`src/rtl/pic_pkg.sv`:
```
package pic_pkg;

    // Targets of the configuration write port
    typedef enum logic [1:0] {
        CFG_MASK   = 2'd0,
        CFG_ENABLE = 2'd1,
        CFG_BASE   = 2'd2,
        CFG_NONE   = 2'd3
    } cfg_sel_e;

    localparam int unsigned PIC_DEF_SRC   = 4;
    localparam int unsigned PIC_DEF_VEC_W = 8;

endpackage

```
`src/rtl/pic_req_latch.sv`:
```
module pic_req_latch #(
    parameter int unsigned NUM_SRC = 4
) (
    input  logic               clk_i,
    input  logic               rst_ni,
    input  logic [NUM_SRC-1:0] set_i,
    input  logic [NUM_SRC-1:0] clr_i,
    output logic [NUM_SRC-1:0] pend_q_o,
    output logic [NUM_SRC-1:0] pend_d_o
);

    logic [NUM_SRC-1:0] pend_d, pend_q;

    for (genvar g = 0; g < NUM_SRC; g++) begin : g_bit
        // A new request beats a clear so no request is dropped
        always_comb pend_d[g] = set_i[g] | (pend_q[g] & ~clr_i[g]);

        p_sticky_r2: assert property (@(posedge clk_i) disable iff (!rst_ni)
            (pend_q[g] && !clr_i[g]) |=> pend_q[g]);

        p_set_wins_r9: assert property (@(posedge clk_i) disable iff (!rst_ni)
            set_i[g] |=> pend_q[g]);
    end

    always_ff @(posedge clk_i) begin
        if (!rst_ni) pend_q <= '0;
        else         pend_q <= pend_d;
    end

    assign pend_q_o = pend_q;
    assign pend_d_o = pend_d;

endmodule

```
`src/rtl/pic_prio_pick.sv`:
```
module pic_prio_pick #(
    parameter int unsigned NUM_SRC = 4,
    parameter int unsigned IDX_W   = (NUM_SRC > 1) ? $clog2(NUM_SRC) : 1
) (
    input  logic [NUM_SRC-1:0] act_i,
    output logic               any_o,
    output logic [NUM_SRC-1:0] grant_o,
    output logic [IDX_W-1:0]   idx_o
);

    // Scan from index 0 upward; the first active bit wins
    always_comb begin
        logic seen;
        seen    = 1'b0;
        grant_o = '0;
        idx_o   = '0;
        for (int i = 0; i < NUM_SRC; i++) begin
            if (act_i[i] && !seen) begin
                grant_o[i] = 1'b1;
                idx_o      = IDX_W'(i);
            end
            seen = seen | act_i[i];
        end
        any_o = seen;
    end

endmodule

```
`src/rtl/prio_irq_ctrl.sv`:
```
module prio_irq_ctrl
    import pic_pkg::*;
#(
    parameter int unsigned NUM_SRC = PIC_DEF_SRC,
    parameter int unsigned VEC_W   = PIC_DEF_VEC_W
) (
    input  logic               clk_i,
    input  logic               rst_ni,
    input  logic [NUM_SRC-1:0] dev_req_i,
    input  logic               cfg_we_i,
    input  logic [1:0]         cfg_sel_i,
    input  logic [VEC_W-1:0]   cfg_wdata_i,
    input  logic               cpu_ack_i,
    output logic               cpu_irq_o,
    output logic [VEC_W-1:0]   vec_o,
    output logic               vec_oe_o
);

    localparam int unsigned IDX_W  = (NUM_SRC > 1) ? $clog2(NUM_SRC) : 1;
    localparam int unsigned BASE_W = VEC_W - IDX_W;

    typedef struct packed {
        logic [NUM_SRC-1:0] mask;
        logic               ien;
        logic [BASE_W-1:0]  base;
        logic               ist;
    } ctl_t;

    ctl_t ctl_d, ctl_q;

    logic [NUM_SRC-1:0] pend_q, pend_d, active, grant, clr;
    logic [IDX_W-1:0]   win_idx;
    logic               any_act;
    logic               take;
    cfg_sel_e           sel;

    pic_req_latch #(.NUM_SRC(NUM_SRC)) i_latch (
        .clk_i    (clk_i),
        .rst_ni   (rst_ni),
        .set_i    (dev_req_i),
        .clr_i    (clr),
        .pend_q_o (pend_q),
        .pend_d_o (pend_d)
    );

    pic_prio_pick #(.NUM_SRC(NUM_SRC), .IDX_W(IDX_W)) i_pick (
        .act_i   (active),
        .any_o   (any_act),
        .grant_o (grant),
        .idx_o   (win_idx)
    );

    always_comb begin
        sel    = cfg_sel_e'(cfg_sel_i);
        active = pend_q & ctl_q.mask;
        take   = cpu_ack_i & ctl_q.ist & ctl_q.ien;
        clr    = take ? grant : '0;

        ctl_d = ctl_q;
        if (take) ctl_d.ien = 1'b0;
        if (cfg_we_i) begin
            unique case (sel)
                CFG_MASK:   ctl_d.mask = cfg_wdata_i[NUM_SRC-1:0];
                CFG_ENABLE: ctl_d.ien  = cfg_wdata_i[0];
                CFG_BASE:   ctl_d.base = cfg_wdata_i[VEC_W-1:IDX_W];
                default:    ;
            endcase
        end
        // Status follows the next-cycle state so it never lags a clear
        ctl_d.ist = (|(pend_d & ctl_d.mask)) & ctl_d.ien;
    end

    always_ff @(posedge clk_i) begin
        if (!rst_ni) ctl_q <= '0;
        else         ctl_q <= ctl_d;
    end

    assign cpu_irq_o = ctl_q.ist;
    assign vec_oe_o  = take;
    assign vec_o     = take ? {ctl_q.base, win_idx} : '0;

    p_irq_src_r2: assert property (@(posedge clk_i) disable iff (!rst_ni)
        cpu_irq_o |-> (any_act && ctl_q.ien));

    p_oe_gate_r6: assert property (@(posedge clk_i) disable iff (!rst_ni)
        vec_oe_o |-> (cpu_ack_i && cpu_irq_o));

    p_vec_idle_r6: assert property (@(posedge clk_i) disable iff (!rst_ni)
        !vec_oe_o |-> (vec_o == '0));

    p_grant_onehot_r4: assert property (@(posedge clk_i) disable iff (!rst_ni)
        $onehot0(grant));

    p_lowest_r4: assert property (@(posedge clk_i) disable iff (!rst_ni)
        vec_oe_o |-> (active[vec_o[IDX_W-1:0]] &&
            ((active & ((NUM_SRC'(1) << vec_o[IDX_W-1:0]) - NUM_SRC'(1))) == '0)));

    p_ack_drops_r8: assert property (@(posedge clk_i) disable iff (!rst_ni)
        (vec_oe_o && !(cfg_we_i && cfg_sel_i == 2'd1)) |=> !cpu_irq_o);

    p_ien_blocks_r7: assert property (@(posedge clk_i) disable iff (!rst_ni)
        !ctl_q.ien |-> !cpu_irq_o);

endmodule

```
`config.mk`:
```
export PLATFORM = sky130hd
export DESIGN_NAME = prio_irq_ctrl
export DESIGN_NICKNAME = d
export VERILOG_FILES = /design/src/rtl/pic_pkg.sv /design/src/rtl/pic_req_latch.sv /design/src/rtl/pic_prio_pick.sv /design/src/rtl/prio_irq_ctrl.sv
export SDC_FILE = /design/constraint.sdc
export NUM_CORES = 1
export LEC_CHECK = 0
export ABC_AREA = 0
export ABC_CLOCK_PERIOD_IN_PS = 2800
export BUFFER_PORTS_ARGS = -buffer_cell sky130_fd_sc_hd__buf_2
export CAP_MARGIN = 20
export CORE_MARGIN = 4
export CORE_UTILIZATION = 52
export CTS_CLUSTER_DIAMETER = 100
export CTS_CLUSTER_SIZE = 8
export DETAILED_ROUTE_END_ITERATION = 7
export PLACE_DENSITY = 0.79
export SYNTH_ARGS = -nofsm -noshare
export SYNTH_HDL_FRONTEND = slang
export SYNTH_HIERARCHICAL = 1
export SYNTH_SLANG_ARGS = --single-unit
```
`constraint.sdc`:
```
create_clock -name clk_i -period 2.8 [get_ports clk_i]
set_clock_uncertainty 0.2 [all_clocks]
set_input_delay 0.42 -clock clk_i [delete_from_list [all_inputs] [get_ports clk_i]]
set_output_delay 0.42 -clock clk_i [all_outputs]
set_load 0.05 [all_outputs]
```
* Yosys cells after proc, flatten, opt, wreduce, memory -nomap -nowiden
Index checks and enable logic that the tools add are counted. Widths: inputs -> output; s select.
Word-level totals: bits in registers 16, input bits 18, output and inout port bits 10, word-level logic and storage cells 49
Operators by class: eq/ne operators 2, mux-type cells 14, bitwise logic cells 19, reduce and logical (&&, ||, !) cells 9
Operators by type and width (number):
- $mux 11 | 1
- $and 4x4->4 | 2
- $mux 4 | 2
- $mux 8 | 1
- $and 1x1->1 | 7
- $mux 1 | 7
- $mux 6 | 1
- $or 1x1->1 | 6
- $mux 2 | 2
- $not 1->1 | 4
- $reduce_or 4->1 | 1
- $logic_and 1x1->1 | 3
- $logic_not 1->1 | 3
- $eq 2x1->1 const B | 1
- $eq 2x2->1 const B | 1
- $logic_not 2->1 | 1
- $reduce_and 2->1 | 1

* Depth between registers and ports, before layout
Gate-level depths: netlist of the first run.
depth in word-level cells 13, depth in mapped cells 9

* Modules after synthesis
Netlist of the first run, hierarchy kept.
Modules (own cells, without submodules):
- prio_irq_ctrl | instances 1, cells each 65, area an instance 609.3 um2, sequential area each 240.2 um2
- pic_req_latch | instances 1, cells each 16, area an instance 190.2 um2, sequential area each 80.1 um2
- pic_prio_pick | instances 1, cells each 11, area an instance 61.3 um2, sequential area each 0.0 um2

* Worst setup path before layout of the first run
Ideal clock, no wire load.
kind register -> output, from reg ctl_q (netlist bit cpu_irq_o), to out vec_o[0], data arrival time 1.992 ns, data required time 2.180 ns, setup slack 0.188 ns, stages on the path, launching flop included 4, cells stage by stage dfxtp_1 > and3_1 > clkbuf_1 > and2_1
Between the ends: word-level cells in the longest chain between the ends 3
RTL lines:
- start: declaration | RTL line prio_irq_ctrl.sv:29 | ctl_t ctl_d, ctl_q;
- start signal: assignment | RTL line prio_irq_ctrl.sv:75 | else ctl_q <= ctl_d;
- $and 1x1->1 (2 in a row) | RTL line prio_irq_ctrl.sv:56 | take = cpu_ack_i & ctl_q.ist & ctl_q.ien;
- net vec_oe_o | RTL line prio_irq_ctrl.sv:16 | output logic vec_oe_o
- $mux 8 | RTL line prio_irq_ctrl.sv:80 | assign vec_o = take ? {ctl_q.base, win_idx} : '0;
- end: declaration | RTL line prio_irq_ctrl.sv:15 | output logic [VEC_W-1:0] vec_o,
The timed path passes the listed nets, and every way through them passes these cells.

* Worst setup path in the final report of the first run
from reg ctl_q (netlist bit cpu_irq_o), to out vec_o[6]
Between the ends: word-level cells in the longest chain between the ends 3
RTL lines (RTL line):
- $and 1x1->1 (2 in a row) | prio_irq_ctrl.sv:56
- $mux 8 | prio_irq_ctrl.sv:80
Every way passes these cells.

==> results.txt, run 1 <==
- The run finished with clean final reports.
- Cell row count: 14
* Clock slew at the register clock pins of the worst setup and hold paths: 100 ps
- The number of nets in the synthesized netlist is 109.
- Fin crit period: 2099 ps
- Entering global routing, the biggest net connects 16 pins.
- For the worst setup path, the data required time is 2180 ps.
* Final net count: 138
- Post-CTS setup repair buffer count: 0
- The worst setup path is captured at an output pin.
- Vert. Die Dim: 48.60 µm
- Worst Reg2Reg Path Length in Cells: 7
- 28 I/O pins were placed.
- Remaining DRCs: 0
- The worst-case IR drop observed on VDD is 281.5 µV.
- Routability congestion estimate from global placement: 0.6994
- Traced cell by cell, the critical path runs through and3_1 -> and2_1 -> buf_2.
* Initial Util: 56.24%
* Total leakage power: 0.0005146 µW
- Synth Instances: 91
- Setup repair after global routing left no endpoint under its margin.
- Standard cell with the maximum stage delay on the critical path: sky130_fd_sc_hd__and3_1
- The detailed router finished its first iteration with 10 violations.
- The repair_antennas step left the layout with diodes totalling 0.
* Htree depth: 1
- The max-slew violation total from the final report came to 0.
- Path class of the lowest-slack min-delay path: in2reg
* Hold violation count in the final report: 0
* Syn avg cell area: 9.418 µm²
- Clk root buf: sky130_fd_sc_hd__clkbuf_4
* Maximum fanout along the worst path: 13
* Placed wire-length estimate: 1280 µm
- Setup_tns: 0 ps
- After clock tree synthesis, the flow added hold-fix buffers numbering 0.
- Avg Vias per Cell: 5.089
* Final-layout worst hold slack: 138.3 ps
- In the layout the commonest cells are sky130_fd_sc_hd__buf_2, sky130_fd_sc_hd__and2_1, sky130_fd_sc_hd__dfxtp_1.
- Hold Path Stages: 2
- The clock passes through at most 2 buffers.
* Number of setup violations in the final report: 0
* All-layer global routing usage: 14.30%
- Upper clock frequency limit: 476.4 MHz
- Max capacitance violation total: 0
- In the finished design, the share of the clock period the worst path needs comes to 74.97%.
* Buffers on Ports: 27
- Worst reg2reg endpoint: cpu_irq_o
- After synthesis the cells add up to 857.1 µm².
* Worst-skew pair later-pin latency: 290 ps
- Share of cells above drive strength 1: 31.09%
* GRT Residual Overflow: 0
* Power density over the cells: 437.8 nW/µm²
- For this run, the detailed router's first-pass iteration total came to 4.
* Number of buffers and inverters on the critical path: 1
- Worst hold path startpoint: dev_req_i[0]
- Vias after detailed routing: 687
- The via count of the first global-routing pass was 678.
- CORE AREA: 1524 µm²
- The floorplan step set the die width to 48.60 µm.
- The critical path is of the reg2out type.
- Post-route total power: 452.4 µW
* Initial antenna violation count: 0
- Actual slew at the worst max-slew pin: 404.8 ps
- On the critical path the largest part of the delay comes from simple AND/OR/NAND/NOR gates.
* Clock tree sinks: 16
* Highest cell delay on the worst timing path: 380 ps
- Number of nets still failing antenna checks after routing: 0
- Clock tree synthesis inserted a total of 3 buffers.
- The die covers 2362 µm².
- The first global-routing pass estimated 2704 µm of wire.
- Yosys synthesis warning count: 6
- Clock tree from TritonCTS: built
- Number of gates resized after cts: 0
- Worst hold path endpoint: i_latch/pend_q_o[0]
- Minimum setup slack among reg-to-reg paths: 950 ps
* Finished Core Util: 67.82%
* Worst slew margin relative to its limit: 72.93%
- Nature of the critical path startpoint: register
- For this block, the routed nets add up to 1633 µm of wire.
- Startpoint of the worst-slack reg-to-reg timing path: cpu_irq_o
* WL/cell: 12.10 µm
- Leaving out fill and tap cells, the most frequent cell in the layout is sky130_fd_sc_hd__buf_2.
* Critical path arrival: 1480 ps
- The area growth from synthesis to layout is 20.58%.
[registers in the layout (all words and copies together) (netlist names)]
name and flops:
i_latch/pend_q_o 4, cpu_irq_o 1, ctl_q 11
[how the worst max path moves through the flow]
stage,cells past startpoint,end,slack [ps],startpoint
finish,3,vec_o[6],700,cpu_irq_o
global route,3,vec_o[1],590,cpu_irq_o
CTS,3,vec_o[3],690,cpu_irq_o
detailed placement,8,cpu_irq_o,800,cpu_ack_i
global placement,8,cpu_irq_o,810,cpu_ack_i
floorplan,3,vec_o[0],190,cpu_irq_o
[worst register-to-register path: cells and delay by family (launching register included)]
family                 cells  cell delay, ps
AOI/OAI and AO/OA          2             280
buffers and inverters      1              50
DFF                        1             370
and+or+nand+nor            4             860
[area by class of cell]
cell class	instances	area, µm²
Tap cell	16	20.02
Multi-Input combinational cell	67	503.0
Clock buffer	4	36.28
Fill cell	143	490.5
Sequential cell	16	320.3
Timing Repair Buffer	27	135.1
Inverter	5	18.77
[report_power, final]
group	total [µW]	internal (µW)	switching [µW]	leakage, µW
Sequential	241	237	4.08	0.000131
Combinational	55.9	31.8	24.1	0.000363
Clock	155	79.2	76.0	0.0000210
Total	452	348	104	0.000515
[metal layers]
| metal | global-route usage [%] | part of all wire [%] |
|---|---|---|
| met1 | 15.88 | 41 |
| met2 | 24.78 | 52 |
| met3 | 3.988 | 5.2 |
| met4 | 6.726 | 1.3 |
| met5 | 0 | 0 |
[through the flow]
step           cells  setup WS, ps  area (µm²)
2_1_floorplan     91         187.6       857.1
3_3_place_gp     131         814.1       997.2
3_5_place_dp     131         800.0       997.2
4_1_cts          135         685.7        1033
5_1_grt          135         594.5        1033
6_report         135         700.9        1033
No activity file was read; power rests on OpenSTA's default activity.
==> run 2: changes to the inputs <==
- ABC_CLOCK_PERIOD_IN_PS: 2800 -> 2000
- CORE_UTILIZATION: 52 -> 48
- PLACE_DENSITY: 0.79 -> 0.73
- clock period: 2.8 -> 2 ns (I/O delays scaled with it)
==> results.txt, run 2 (same netlist as run 1, synthesis figures left out) <==
* Number of nets still failing antenna checks after routing: 0 (unchanged)
- The setup total negative slack came to 0 ps (unchanged).
* Count of routing violations after the opening detailed-route iteration: 6 (-4)
- Finished Core Util: 62.34% (-5.5 points)
- Hold violation count in the final report: 0 (unchanged)
- Detailed-route wire length: 1685 µm (+3.2%)
* Number of fillers in the final layout: 165 (+15%)
- The count of antenna diodes in the layout is 0 (unchanged).
- The routability congestion estimate was 0.7648 (+9.4%).
- All-layer global routing usage: 16.05% (+1.7 points)
* Upper clock frequency limit: 524.4 MHz
- The max-slew violation total from the final report was 0 (unchanged).
* Combined flip-flop and latch cell area: 324.1 µm² (+1.2%)
- Max capacitance violation total: 0 (unchanged)
- Die outline area: 2526 µm² (+6.9%)
* Clock slew at the register clock pins of the worst setup and hold paths: 100 ps (about the same)
- Highest-count cells in the layout ignoring fill and taps: sky130_fd_sc_hd__buf_2, sky130_fd_sc_hd__and2_1, sky130_fd_sc_hd__dfxtp_1
* Share of cells above drive strength 1: 32.50% (+1.4 points)
* Placed wire-length estimate: 1318 µm (+3.0%)
* Remaining DRCs: 0 (unchanged)
- Clk root buf: sky130_fd_sc_hd__clkbuf_4
- Critical path arrival: 1410 ps (-70 ps)
- CTS Hold Bufs: 0 (unchanged)
- Fin crit period: 1907 ps
* Horizontal die dimension: 50.26 µm (+3.4%)
- Worst slew margin relative to its limit: 72.60% (-0.33 points)
* Initial antenna violation count: 0 (unchanged)
* Post-route total power: 600.1 µW (+33%)
* Cell row count: 15 (+1)
* Vias after detailed routing: 690 (+0.44%)
* Post-layout instance count excluding filler cells: 145 (+7.4%)
- Clock tree from TritonCTS: built
- The worst setup path is captured at an output pin.
- Power density over the cells: 563.6 nW/µm² (+29%)
- CTS Buffer Depth: 2 (unchanged)
- Number of setup violations in the final report: 0 (unchanged)
* Boundary Pins: 28 (unchanged)
- Critical setup path kind: reg2out
* Clock tree sinks: 16 (unchanged)
- STA classifies the critical path startpoint as a register.
- Setup repair after global routing missed its margin: no
- Largest reg by FF count: ctl_q
* Actual slew at the worst max-slew pin: 409.8 ps (+4.990 ps)
- Final-layout worst hold slack: 16.96 ps (-121.3 ps)
* Avg Vias per Cell: 4.759 (-6.5%)
- The largest net degree at the start of global routing is 16 (unchanged).
- Flip-flop count of the largest register after layout: 11 (unchanged)
- The maximum VDD drop was 351.3 µV (+25%).
- GRT Residual Overflow: 0 (unchanged)
- The total clock buffers created by CTS is 3 (unchanged).
* Initial Util: 50.18% (-6.1 points)
- Final net count: 139 (+0.72%)
- The count of port buffers added during placement was 27 (unchanged).
- Path class of the lowest-slack min-delay path: in2reg
* Number of global-route vias before repair: 733 (+8.1%)
* Total leakage power: 0.0005127 µW (-0.37%)
- Period utilisation layout: 95.35%
- Worst-skew pair later-pin latency: 290 ps (about the same)
- The area taken by multi-input logic gates is 504.2 µm² (+0.25%).
- Critical path data required time: 1500 ps (-680 ps)
- The vertical extent of the die was 50.26 µm (+3.4%).
* Maximum fanout along the worst path: 3 (-10)
* Most common cell after layout, fill and taps aside: sky130_fd_sc_hd__buf_2
- Number of placed cells counting well taps: 141 (+7.6%)
- The number of levels the H-tree was split into came to 1 (unchanged).
- The global-route wire length before repair came to 2973 µm (+9.9%).
* Status: completed
* First drt pass iteration count: 4 (unchanged)
- The placeable core region came to 1708 µm² (+12%).
* Post-CTS setup repair buffer count: 0 (unchanged)
- The routed length per instance was 11.62 µm (-3.9%).
- Area Growth Syn to Fin: 24.23%
-- run 2: cell count changes in the layout (fill, tap and decap cells not counted) --
| cell | delta |
|---|---|
| sky130_fd_sc_hd__buf_2 | -7 |
| sky130_fd_sc_hd__buf_4 | +7 |
| sky130_fd_sc_hd__and3_1 | -1 |
| sky130_fd_sc_hd__and3_2 | +1 |
| sky130_fd_sc_hd__clkbuf_1 | +1 |
| sky130_fd_sc_hd__clkbuf_4 | +1 |
| sky130_fd_sc_hd__clkbuf_8 | -1 |
| sky130_fd_sc_hd__dfxtp_1 | -1 |
| sky130_fd_sc_hd__dfxtp_4 | +1 |
-- run 2: path summary, 6_finish.rpt --
check                                          from             endpoint  slack [ps]  cells past startpoint
worst max-delay path            i_latch/pend_q_o[2]             vec_o[0]          90                      5
worst min-delay path                   dev_req_i[2]  i_latch/pend_q_o[2]          20                      2
worst max register to register  i_latch/pend_q_o[2]            cpu_irq_o         220                      9
worst min register to register             ctl_q[1]             ctl_q[1]         320                      2
-- run 2: layout make-up --
class | instances | area share (%)
multi-input combinational | 67 | 47.36
inverter | 5 | 1.763
sequential | 16 | 30.43
clock buffer | 4 | 2.468
timing repair buffer | 28 | 15.04
tap | 25 | 2.938
-- run 2: metrics by stage --
stage	area, µm²	worst slack [ps]
after floorplan	864.6	77.14
after global placement	1020	208.5
after detailed placement	1020	210.5
after CTS	1061	30.73
after global routing	1065	14.68
final	1065	92.98
-- run 2: per-layer routing --
metal	vias up	share of wire (%)	GRT usage (%)	routed length (µm)
li1	356	-	-	-
met1	310	43	17.61	731
met2	19	47	26.74	799
met3	5	5.7	3.264	96
met4	0	3.5	12.44	59
met5	-	0	0	0
-- run 2: timing repair --
item                                    4_1_cts  5_1_grt
gates cloned                                  0        0
gates resized for setup                       6        2
pin swaps                                     0        0
endpoints found under the setup margin        6        7
-- run 2: critical path, stage by stage, from the launching register on --
cell and delay [ps]:
sky130_fd_sc_hd__dfxtp_1 320, sky130_fd_sc_hd__and2_1 180, sky130_fd_sc_hd__nand2b_4 140, sky130_fd_sc_hd__a21oi_1 120, sky130_fd_sc_hd__and2_1 130, sky130_fd_sc_hd__clkbuf_4 220
-- run 2: report_power, final --
group	switching, µW	leakage (µW)	internal (µW)
combinational	33.9	0.000366	44.6
sequential	6.00	0.000132	331
clock	107	0.0000150	77.6
